--- config.mk ---
export PLATFORM = sky130hd
export DESIGN_NAME = canid_accept_filter
export DESIGN_NICKNAME = d
export VERILOG_FILES = /design/src/rtl/canid_filt_pkg.sv /design/src/rtl/canid_entry_judge.sv /design/src/rtl/canid_entry_bank.sv /design/src/rtl/canid_scan_ctrl.sv /design/src/rtl/canid_accept_filter.sv
export SDC_FILE = /design/constraint.sdc
export NUM_CORES = 1
export LEC_CHECK = 0
export BUFFER_PORTS_ARGS = -buffer_cell sky130_fd_sc_hd__buf_2
export CAP_MARGIN = 20
export CORE_MARGIN = 5
export CORE_UTILIZATION = 30
export DETAILED_ROUTE_END_ITERATION = 8
export PLACE_DENSITY = 0.49
export SLEW_MARGIN = 10
export SYNTH_ARGS = -nofsm -noshare
export SYNTH_HDL_FRONTEND = slang
export SYNTH_SLANG_ARGS = --single-unit
--- constraint.sdc ---
create_clock -name clk -period 10 [get_ports clk]
set_clock_uncertainty 0.1 [all_clocks]
set_input_delay 0.5 -clock clk [delete_from_list [all_inputs] [get_ports clk]]
set_output_delay 0.5 -clock clk [all_outputs]
set_load 0.005 [all_outputs]
--- src/rtl/canid_filt_pkg.sv ---
package canid_filt_pkg;

  localparam int IDX_W = 5;
  localparam int CNT_W = IDX_W + 1;
  localparam int XID_W = 29;

  typedef enum logic [1:0] {
    DST_DROP = 2'd0,
    DST_Q0   = 2'd1,
    DST_Q1   = 2'd2
  } dst_e;

  typedef struct packed {
    logic stop;
    logic mark;
    dst_e dst;
  } verdict_t;

  // Actions 0 and 7 disable an entry.
  function automatic logic act_live(input logic [2:0] a);
    return (a != 3'd0) && (a != 3'd7);
  endfunction

  function automatic verdict_t act_decode(input logic [2:0] a);
    verdict_t v;
    v.stop = 1'b1;
    v.mark = 1'b0;
    v.dst  = DST_DROP;
    case (a)
      3'd1: v.dst = DST_Q0;
      3'd2: v.dst = DST_Q1;
      3'd3: v.dst = DST_DROP;
      3'd4: begin v.stop = 1'b0; v.mark = 1'b1; end
      3'd5: begin v.mark = 1'b1; v.dst = DST_Q0; end
      3'd6: begin v.mark = 1'b1; v.dst = DST_Q1; end
      default: v.stop = 1'b0;
    endcase
    return v;
  endfunction

  // Comparison kinds on a zero-extended identifier.
  function automatic logic kind_hit(input logic [1:0] kind,
                                    input logic [XID_W-1:0] x,
                                    input logic [XID_W-1:0] a,
                                    input logic [XID_W-1:0] b);
    case (kind)
      2'd0:    return (x >= a) && (x <= b);
      2'd1:    return (x == a) || (x == b);
      2'd2:    return ((x ^ a) & b) == '0;
      default: return 1'b0;
    endcase
  endfunction

  function automatic dst_e dflt_map(input logic [1:0] code);
    case (code)
      2'd1:    return DST_Q0;
      2'd2:    return DST_Q1;
      default: return DST_DROP;
    endcase
  endfunction

  function automatic logic [1:0] si_code(input logic p, input dst_e d);
    if (!p) return 2'd0;
    case (d)
      DST_Q0:  return 2'd2;
      DST_Q1:  return 2'd3;
      default: return 2'd1;
    endcase
  endfunction

endpackage

--- src/rtl/canid_entry_judge.sv ---
module canid_entry_judge
  import canid_filt_pkg::*;
(
  input  logic             frm_ext,
  input  logic [XID_W-1:0] frm_id,
  input  logic [XID_W-1:0] xid_mask,
  input  logic [31:0]      std_word,
  input  logic [31:0]      ext_w0,
  input  logic [31:0]      ext_w1,
  output logic             hit,
  output verdict_t         verdict
);

  localparam int PAD_W = XID_W - 11;

  logic [1:0]       s_kind, x_kind;
  logic [2:0]       s_act, x_act;
  logic [XID_W-1:0] s_a, s_b, s_x;
  logic             s_hit, x_hit;
  logic             unused_bits;

  assign unused_bits = ^{std_word[15:11], ext_w1[29]};

  always_comb begin
    s_kind = std_word[31:30];
    s_act  = std_word[29:27];
    s_a    = {{PAD_W{1'b0}}, std_word[26:16]};
    s_b    = {{PAD_W{1'b0}}, std_word[10:0]};
    s_x    = {{PAD_W{1'b0}}, frm_id[10:0]};
    s_hit  = act_live(s_act) && (s_kind != 2'd3) && kind_hit(s_kind, s_x, s_a, s_b);
  end

  always_comb begin
    x_act  = ext_w0[31:29];
    x_kind = ext_w1[31:30];
    if (x_kind == 2'd3)
      x_hit = act_live(x_act) && kind_hit(2'd0, frm_id, ext_w0[28:0], ext_w1[28:0]);
    else
      x_hit = act_live(x_act) &&
              kind_hit(x_kind, frm_id & xid_mask, ext_w0[28:0], ext_w1[28:0]);
  end

  always_comb begin
    hit     = frm_ext ? x_hit : s_hit;
    verdict = act_decode(frm_ext ? x_act : s_act);
  end

endmodule

--- src/rtl/canid_entry_bank.sv ---
module canid_entry_bank
  import canid_filt_pkg::*;
#(
  parameter int STD_DEPTH = 8,
  parameter int EXT_DEPTH = 8
) (
  input  logic             clk,
  input  logic             rst_n,
  input  logic             wr_en,
  input  logic             wr_ext,
  input  logic             wr_word,
  input  logic [IDX_W-1:0] wr_idx,
  input  logic [31:0]      wr_data,
  input  logic [IDX_W-1:0] rd_idx,
  output logic [31:0]      std_word,
  output logic [31:0]      ext_w0,
  output logic [31:0]      ext_w1
);

  logic [31:0] std_q [STD_DEPTH];
  logic [31:0] x0_q  [EXT_DEPTH];
  logic [31:0] x1_q  [EXT_DEPTH];

  for (genvar i = 0; i < STD_DEPTH; i++) begin : g_std
    always_ff @(posedge clk) begin
      if (!rst_n)
        std_q[i] <= '0;
      else if (wr_en && !wr_ext && (wr_idx == IDX_W'(i)))
        std_q[i] <= wr_data;
    end
  end

  for (genvar i = 0; i < EXT_DEPTH; i++) begin : g_ext
    always_ff @(posedge clk) begin
      if (!rst_n) begin
        x0_q[i] <= '0;
        x1_q[i] <= '0;
      end else if (wr_en && wr_ext && (wr_idx == IDX_W'(i))) begin
        if (wr_word) x1_q[i] <= wr_data;
        else         x0_q[i] <= wr_data;
      end
    end
  end

  always_comb begin
    std_word = '0;
    for (int i = 0; i < STD_DEPTH; i++)
      if (rd_idx == IDX_W'(i)) std_word = std_q[i];
  end

  always_comb begin
    ext_w0 = '0;
    ext_w1 = '0;
    for (int i = 0; i < EXT_DEPTH; i++)
      if (rd_idx == IDX_W'(i)) begin
        ext_w0 = x0_q[i];
        ext_w1 = x1_q[i];
      end
  end

endmodule

--- src/rtl/canid_scan_ctrl.sv ---
module canid_scan_ctrl
  import canid_filt_pkg::*;
#(
  parameter int STD_DEPTH = 8,
  parameter int EXT_DEPTH = 8
) (
  input  logic             clk,
  input  logic             rst_n,
  input  logic             start,
  input  logic [XID_W-1:0] rx_id,
  input  logic             rx_ext,
  input  logic [CNT_W-1:0] std_len,
  input  logic [CNT_W-1:0] ext_len,
  input  logic [1:0]       std_default,
  input  logic [1:0]       ext_default,
  input  logic             hit,
  input  verdict_t         verdict,
  output logic [XID_W-1:0] frm_id,
  output logic             frm_ext,
  output logic [CNT_W-1:0] scan_idx,
  output logic             busy,
  output logic             scan_end,
  output logic             done,
  output logic [1:0]       dest,
  output logic             prio,
  output logic [1:0]       store_ind,
  output logic [IDX_W-1:0] filt_idx,
  output logic             from_ext,
  output logic             by_filter
);

  localparam logic [CNT_W-1:0] STD_CAP = CNT_W'(STD_DEPTH);
  localparam logic [CNT_W-1:0] EXT_CAP = CNT_W'(EXT_DEPTH);

  logic [CNT_W-1:0] lim;
  logic             in_range, live_hit, fin_match, fin_end, mark_ev;
  logic             prio_acc;
  logic [IDX_W-1:0] mark_idx;
  dst_e             def_dst;
  logic             fin_prio;

  always_comb begin
    if (frm_ext) lim = (ext_len > EXT_CAP) ? EXT_CAP : ext_len;
    else         lim = (std_len > STD_CAP) ? STD_CAP : std_len;
    in_range  = scan_idx < lim;
    live_hit  = busy && in_range && hit;
    fin_match = live_hit && verdict.stop;
    fin_end   = busy && !in_range;
    scan_end  = fin_match || fin_end;
    mark_ev   = live_hit && !verdict.stop && verdict.mark;
    def_dst   = dflt_map(frm_ext ? ext_default : std_default);
    fin_prio  = prio_acc || (fin_match && verdict.mark);
  end

  always_ff @(posedge clk) begin
    if (!rst_n) begin
      busy      <= 1'b0;
      done      <= 1'b0;
      frm_id    <= '0;
      frm_ext   <= 1'b0;
      scan_idx  <= '0;
      prio_acc  <= 1'b0;
      mark_idx  <= '0;
      dest      <= DST_DROP;
      prio      <= 1'b0;
      store_ind <= 2'd0;
      filt_idx  <= '0;
      from_ext  <= 1'b0;
      by_filter <= 1'b0;
    end else begin
      done <= 1'b0;
      if (!busy) begin
        if (start) begin
          busy     <= 1'b1;
          frm_id   <= rx_id;
          frm_ext  <= rx_ext;
          scan_idx <= '0;
          prio_acc <= 1'b0;
          mark_idx <= '0;
        end
      end else begin
        if (mark_ev) begin
          prio_acc <= 1'b1;
          mark_idx <= scan_idx[IDX_W-1:0];
        end
        if (scan_end) begin
          busy     <= 1'b0;
          done     <= 1'b1;
          prio     <= fin_prio;
          from_ext <= frm_ext;
          if (fin_match) begin
            dest      <= verdict.dst;
            store_ind <= si_code(fin_prio, verdict.dst);
            filt_idx  <= scan_idx[IDX_W-1:0];
            by_filter <= 1'b1;
          end else begin
            dest      <= def_dst;
            store_ind <= si_code(fin_prio, def_dst);
            filt_idx  <= mark_idx;
            by_filter <= 1'b0;
          end
        end else begin
          scan_idx <= scan_idx + CNT_W'(1);
        end
      end
    end
  end

endmodule

--- src/rtl/canid_accept_filter.sv ---
module canid_accept_filter
  import canid_filt_pkg::*;
#(
  parameter int STD_DEPTH = 8,
  parameter int EXT_DEPTH = 8
) (
  input  logic        clk,
  input  logic        rst_n,
  input  logic        cfg_we,
  input  logic        cfg_ext,
  input  logic        cfg_word,
  input  logic [4:0]  cfg_idx,
  input  logic [31:0] cfg_data,
  input  logic [5:0]  std_len,
  input  logic [5:0]  ext_len,
  input  logic [1:0]  std_default,
  input  logic [1:0]  ext_default,
  input  logic [28:0] xid_mask,
  input  logic        start,
  input  logic [28:0] rx_id,
  input  logic        rx_ext,
  output logic        done,
  output logic [1:0]  dest,
  output logic        prio,
  output logic [1:0]  store_ind,
  output logic [4:0]  filt_idx,
  output logic        from_ext,
  output logic        by_filter
);

  logic [XID_W-1:0] frm_id;
  logic             frm_ext;
  logic [CNT_W-1:0] scan_idx;
  logic             busy, scan_end, hit;
  verdict_t         verdict;
  logic [31:0]      std_word, ext_w0, ext_w1;

  canid_entry_bank #(.STD_DEPTH(STD_DEPTH), .EXT_DEPTH(EXT_DEPTH)) u_bank (
    .clk(clk), .rst_n(rst_n),
    .wr_en(cfg_we), .wr_ext(cfg_ext), .wr_word(cfg_word),
    .wr_idx(cfg_idx), .wr_data(cfg_data),
    .rd_idx(scan_idx[IDX_W-1:0]),
    .std_word(std_word), .ext_w0(ext_w0), .ext_w1(ext_w1)
  );

  canid_entry_judge u_judge (
    .frm_ext(frm_ext), .frm_id(frm_id), .xid_mask(xid_mask),
    .std_word(std_word), .ext_w0(ext_w0), .ext_w1(ext_w1),
    .hit(hit), .verdict(verdict)
  );

  canid_scan_ctrl #(.STD_DEPTH(STD_DEPTH), .EXT_DEPTH(EXT_DEPTH)) u_ctrl (
    .clk(clk), .rst_n(rst_n), .start(start), .rx_id(rx_id), .rx_ext(rx_ext),
    .std_len(std_len), .ext_len(ext_len),
    .std_default(std_default), .ext_default(ext_default),
    .hit(hit), .verdict(verdict),
    .frm_id(frm_id), .frm_ext(frm_ext), .scan_idx(scan_idx),
    .busy(busy), .scan_end(scan_end), .done(done), .dest(dest),
    .prio(prio), .store_ind(store_ind), .filt_idx(filt_idx),
    .from_ext(from_ext), .by_filter(by_filter)
  );

endmodule

==> reports/results.ini, run 1 <==
[clock_network]
clkSinkCount=776
ctsResizeCount=0
clkTransAtPathRegs_ns=0.06
ctsHoldBuffers=30
htree_levels=3
cts_setup_buffers=0
cts_max_path_buffers=3
tritoncts=built
insertion_delay_ns=0.70
cts-root-buf=clkbuf_16
cts-buffers-inserted=89

[route]
firstDrtPassIters=6
wl_per_cell_um=28.6
via_per_inst=5.47
vias=30343
drt_iter0_markers=3691
remaining_drc_errors=0
drtAntennaViolNets=0
drt_wl_total_um=159000

[worst_setup_path]
end_kind=flip-flop
arrival_ns=7.89
cp_data_required_time_ns=10.49
cp_max_fo=27
setup.worst_path.class=reg -> reg
start_kind=flip-flop

[timing]
fin_setup_tns_ns=0
tightestPinTransition_ns=1.36
setup_viol=0
drv_slew=0
relSlewSlack=0.0867
rsz0062_at_grt=false
post-route-period-util=0.740
fmax_ghz=0.135
hold_viol_final=0
fin_crit_ns=7.40

[grt]
grt_pass1_vias=28528
grt_pass1_wl_um=223000
grt_antenna_before_repair=16
track_usage=0.217
grt_start_max_net_pins=88
gr-total-overflow=0

[final_layout]
drive_gt1_frac=0.116
nFillCells=13170
syn_to_final_growth_pct=14.5
fin_nets=3982
fin_util=0.346
final_cell_mix=and2_1 (754), edfxtp_1 (720), a21oi_1 (247)
layout_commonest_cell=and2_1
stdcell_area_um2=46300

[outcome]
status=complete, no violations

[logic_synthesis]
ys_ff_latch=776
ys_seq_area_frac=0.563
async_flop_share=0
synthFlopType=edfxtp_1
syn_avg_cell_area_um2=11.0
synth_edf_count=720
ys_warn_count=0
post-synth-top-area-fraction=0.535
ys_types=82
yosysTopAreaCell=edfxtp_1
synth.top_cells.by_area=edfxtp_1 (54%), and2_1 (12%), ha_1 (5.1%), a21oi_1 (3.1%), dfxtp_1 (2.8%)
synthCells=3668
synth_area_um2=40400

[placed_design]
routabilityCongestion=0.971
postPlaceCellArea_um2=43200
dp_hpwl_um=101000
port_buffers=130

[die]
row_count=134
core_area_um2=134000
dieArea_um2=142000
die_w_um=377
start_util=0.302
ios=131
chipHeight_um=377

[power_and_ir_drop]
peakVddDrop_mv=0.118
power_density_nw_per_um2=178
p_leak_nw=16.8

[worst_hold_path]
hold_class=in -> reg

[run]
maxCapViolCount=0

[metrics by stage]
stage / hold WS, ns / cells / worst slack [ns] / power, mW
after floorplan: 0.316 / 3669 / 4.37 / 4.50
final: 0.275 / 5548 / 2.60 / 8.23
after global routing: 0.270 / 5541 / 2.23 / 8.49
after CTS: 0.242 / 5541 / 2.70 / 8.24
after global placement: 0.337 / 5343 / 2.83 / 5.05
after detailed placement: 0.332 / 5345 / 2.72 / 5.06
[cell usage after synthesis (all sizes together) (31+ instances only)]
library cell    n
a211oi         64
a21o           44
a21oi         247
a221oi         96
a31oi          32
and2          757
buf            72
clkbuf        239
dfxtp          56
edfxtp        720
ha            166
inv            48
nand2         216
nand3          33
nand3b         31
nand4          35
nor2          192
nor2b          36
nor3           70
o21ai         163
[state kept, by name, indices dropped and copies added, names as in the netlist]
register	cells
u_bank.std_q	216
u_bank.x0_q	256
u_bank.x1_q	248
u_ctrl.busy	1
u_ctrl.by_filter	1
u_ctrl.dest	2
u_ctrl.done	1
u_ctrl.filt_idx	5
u_ctrl.frm_ext	1
u_ctrl.frm_id	29
u_ctrl.from_ext	1
u_ctrl.mark_idx	5
u_ctrl.prio	1
u_ctrl.prio_acc	1
u_ctrl.scan_idx	6
u_ctrl.store_ind	2
[final timing paths]
path / start / to / slack [ns] / cells after the start
min: start / u_ctrl.scan_idx[0] / 0.28 / 5
min reg2reg: u_ctrl.mark_idx[4] / u_ctrl.mark_idx[4] / 0.34 / 2
max: u_ctrl.scan_idx[0] / u_ctrl.mark_idx[1] / 2.60 / 23
max reg2reg: u_ctrl.scan_idx[0] / u_ctrl.mark_idx[1] / 2.60 / 23
[cells by family (layout without fill, tap and decap cells)]
logic type	Yosys count	in the layout	share of synthesized area
and+or+nand+nor	1490	1490	0.206
AOI/OAI and AO/OA	866	866	0.142
DFF	776	776	0.563
buffers and inverters	360	464	0.0357
adders and majority gates	166	166	0.0514
muxes	9	9	0.00226
other	1	9	0.0000928
[power breakdown]
group / total, mW / switching (mW) / internal [mW]
Combinational: 1.26 / 0.870 / 0.386
Sequential: 3.78 / 0.0709 / 3.71
Clock: 3.19 / 1.43 / 1.77
Total: 8.23 / 2.37 / 5.86
[worst max-delay path, cell delays in order, from the launching register on]
cell and delay [ns]:
dfxtp_1 0.38, inv_1 0.26, ha_4 0.40, or4b_2 1.08
buf_4 0.39, nor2_1 0.11, nor3_1 0.06, a221oi_1 0.28
a211oi_1 0.12, a21oi_1 0.27, nand2_1 0.10, o21ai_0 0.47
ha_1 0.33, inv_1 0.08, a221oi_1 0.28, a31oi_1 0.13
nor4_1 0.35, nand4_1 0.15, o41ai_1 0.50, o211ai_1 0.20
buf_4 0.25, or4_1 0.64, or2_0 0.26, a21oi_1 0.11
[final cells by class]
type	count	area (um^2)	share of cell area
Inverter	49	184	0.00398
Timing Repair Buffer	249	1640	0.0355
Sequential cell	776	22700	0.492
Tap cell	1768	2210	0.0478
Multi-Input combinational cell	2533	16700	0.361
Clock inverter	57	455	0.00985
Antenna cell	7	17.5	0.000379
Clock buffer	109	2330	0.0503
[routing by layer]
| metal | global-route usage | wire length, um |
|---|---|---|
| met1 | 0.326 | 72900 |
| met2 | 0.325 | 67900 |
| met3 | 0.0388 | 14300 |
| met4 | 0.0498 | 3660 |
| met5 | 0 | 47 |
Note: power is estimated with default switching activity, not from simulation.
==> run 2, diff against run 1 <==
==> constraint.sdc (replaced) <==
create_clock -name clk -period 7.5 [get_ports clk]
set_clock_uncertainty 0.1 [all_clocks]
set_input_delay 0.375 -clock clk [delete_from_list [all_inputs] [get_ports clk]]
set_output_delay 0.375 -clock clk [all_outputs]
set_load 0.005 [all_outputs]
==> reports/results.ini, run 2 (synthesis results as in run 1) <==
[clock_network]
cts-buffers-inserted=92
cts_max_path_buffers=3
clkSinkCount=776
insertion_delay_ns=0.68
cts-root-buf=clkbuf_16
htree_levels=3
cts_setup_buffers=0
clkTransAtPathRegs_ns=0.06
tritoncts=built

[route]
drtAntennaViolNets=0
drt_wl_total_um=158000
wl_per_cell_um=28.2
firstDrtPassIters=5
via_per_inst=5.37
remaining_drc_errors=0
vias=30062
drt_iter0_markers=3337

[timing]
hold_ws_ns=0.0604
fin_crit_ns=6.98
relSlewSlack=0.227
tightestPinTransition_ns=1.15
fin_setup_tns_ns=0
setup_viol=0
post-route-period-util=0.930
drv_slew=0
fmax_ghz=0.143
rsz0062_at_grt=false
hold_viol_final=0

[worst_setup_path]
cp_max_fo=20
arrival_ns=7.45
critPathSlowestCell=or4b_2
cp_data_required_time_ns=7.97
start_kind=flip-flop
setup.worst_path.class=reg -> reg
end_kind=flip-flop
cp_cell_sequence=inv_1, ha_4, or4b_2, buf_4, nor2_1, nor3_1, a221oi_1, a211oi_1, a21oi_1, nand2_1, o21ai_0, clkbuf_4, ha_1, a21oi_1, nor4_1, o32ai_1, nor4_1, o2111ai_1, o41ai_1, o211ai_1, or4_1, or2_0, a21oi_1
cpMostUsedCell=a21oi_1
cpPeakStageDelay_ns=0.85

[power_and_ir_drop]
power_density_nw_per_um2=237
peakVddDrop_mv=0.189
p_leak_nw=17.1

[final_layout]
syn_to_final_growth_pct=16.0
layout_commonest_cell=and2_1
fin_nets=4030
stdcell_count=5596
top_register=u_bank.x0_q
largest_reg_flops=256
final_cell_mix=and2_1 (755), edfxtp_1 (720), a21oi_1 (247)
reg_top3=u_bank.x0_q x256, u_bank.x1_q x248, u_bank.std_q x216
nFillCells=13116
drive_gt1_frac=0.125

[outcome]
status=complete, no violations

[die]
chipHeight_um=377
row_count=134
start_util=0.302
ios=131
dieArea_um2=142000
die_w_um=377
core_area_um2=134000

[grt]
grt_pass1_wl_um=222000
grt_start_max_net_pins=122
grt_pass1_vias=28581
track_usage=0.216
grt_antenna_before_repair=19
gr-total-overflow=0

[placed_design]
routabilityCongestion=0.921
dp_hpwl_um=101000
port_buffers=130
dp.cells=5387

[worst_hold_path]
hold_class=in -> reg

[run]
maxCapViolCount=0

==> run 2: metrics by stage <==
| step | setup WS, ns | utilization | total power [mW] | instance area, um^2 |
|---|---|---|---|---|
| 4_1_cts | 0.515 | 0.350 | 11.1 | 46800 |
| 2_1_floorplan | 1.87 | - | 6.01 | 40400 |
| 3_5_place_dp | 0.539 | 0.327 | 6.80 | 43700 |
| 6_report | 0.523 | 0.351 | 11.1 | 46800 |
| 3_3_place_gp | 0.429 | 0.326 | 6.79 | 43600 |
| 5_1_grt | 0.212 | 0.350 | 11.5 | 46800 |
==> run 2: metal layers <==
metal,wire length (um),GRT usage,share of wire,vias to the layer above
li1,-,-,-,13611
met2,67800,0.324,0.43,1279
met3,14100,0.0490,0.089,226
met1,71000,0.312,0.45,14942
met4,5150,0.0648,0.033,4
met5,21,0,0.00013,-
==> run 2: path summary, 6_finish.rpt <==
| kind | from | endpoint | slack, ns | cells after the start |
|---|---|---|---|---|
| setup / recovery | u_ctrl.scan_idx[0] | u_ctrl.mark_idx[1] | 0.52 | 23 |
| hold reg to reg | u_ctrl.mark_idx[4] | u_ctrl.mark_idx[4] | 0.35 | 2 |
| hold / removal | start | u_ctrl.busy | 0.06 | 3 |
| setup reg to reg | u_ctrl.scan_idx[0] | u_ctrl.mark_idx[1] | 0.52 | 23 |
==> run 2: worst max-delay path, delay by kind of cell (launching register included) <==
family          cells  cell delay (ns)
fa+ha+maj           2             0.48
simple gates        8             2.88
compound gates     10             2.14
flops               1             0.38
buf+inv             3             0.86
==> run 2: final cells by class <==
type | count | area (um^2) | area share
sequential | 776 | 22700 | 0.486
multi-input combinational | 2533 | 16700 | 0.356
clock buffer | 125 | 2530 | 0.0540
tap | 1768 | 2210 | 0.0472
timing repair buffer | 294 | 2150 | 0.0459
clock inverter | 42 | 314 | 0.00670
inverter | 49 | 184 | 0.00393
antenna | 9 | 22.5 | 0.000481
==> run 2: repair_timing <==
action / 4_1_cts / 5_1_grt
hold endpoints to repair: 30 / 0
endpoints found under the setup margin: 0 / 0
resized for setup: 0 / 0
hold buffers: 30 / 0
==> run 2: power breakdown <==
part,total [mW],internal [mW],switching (mW)
Clock,4.34,2.46,1.88
Combinational,1.72,0.556,1.17
Sequential,5.03,4.94,0.0917
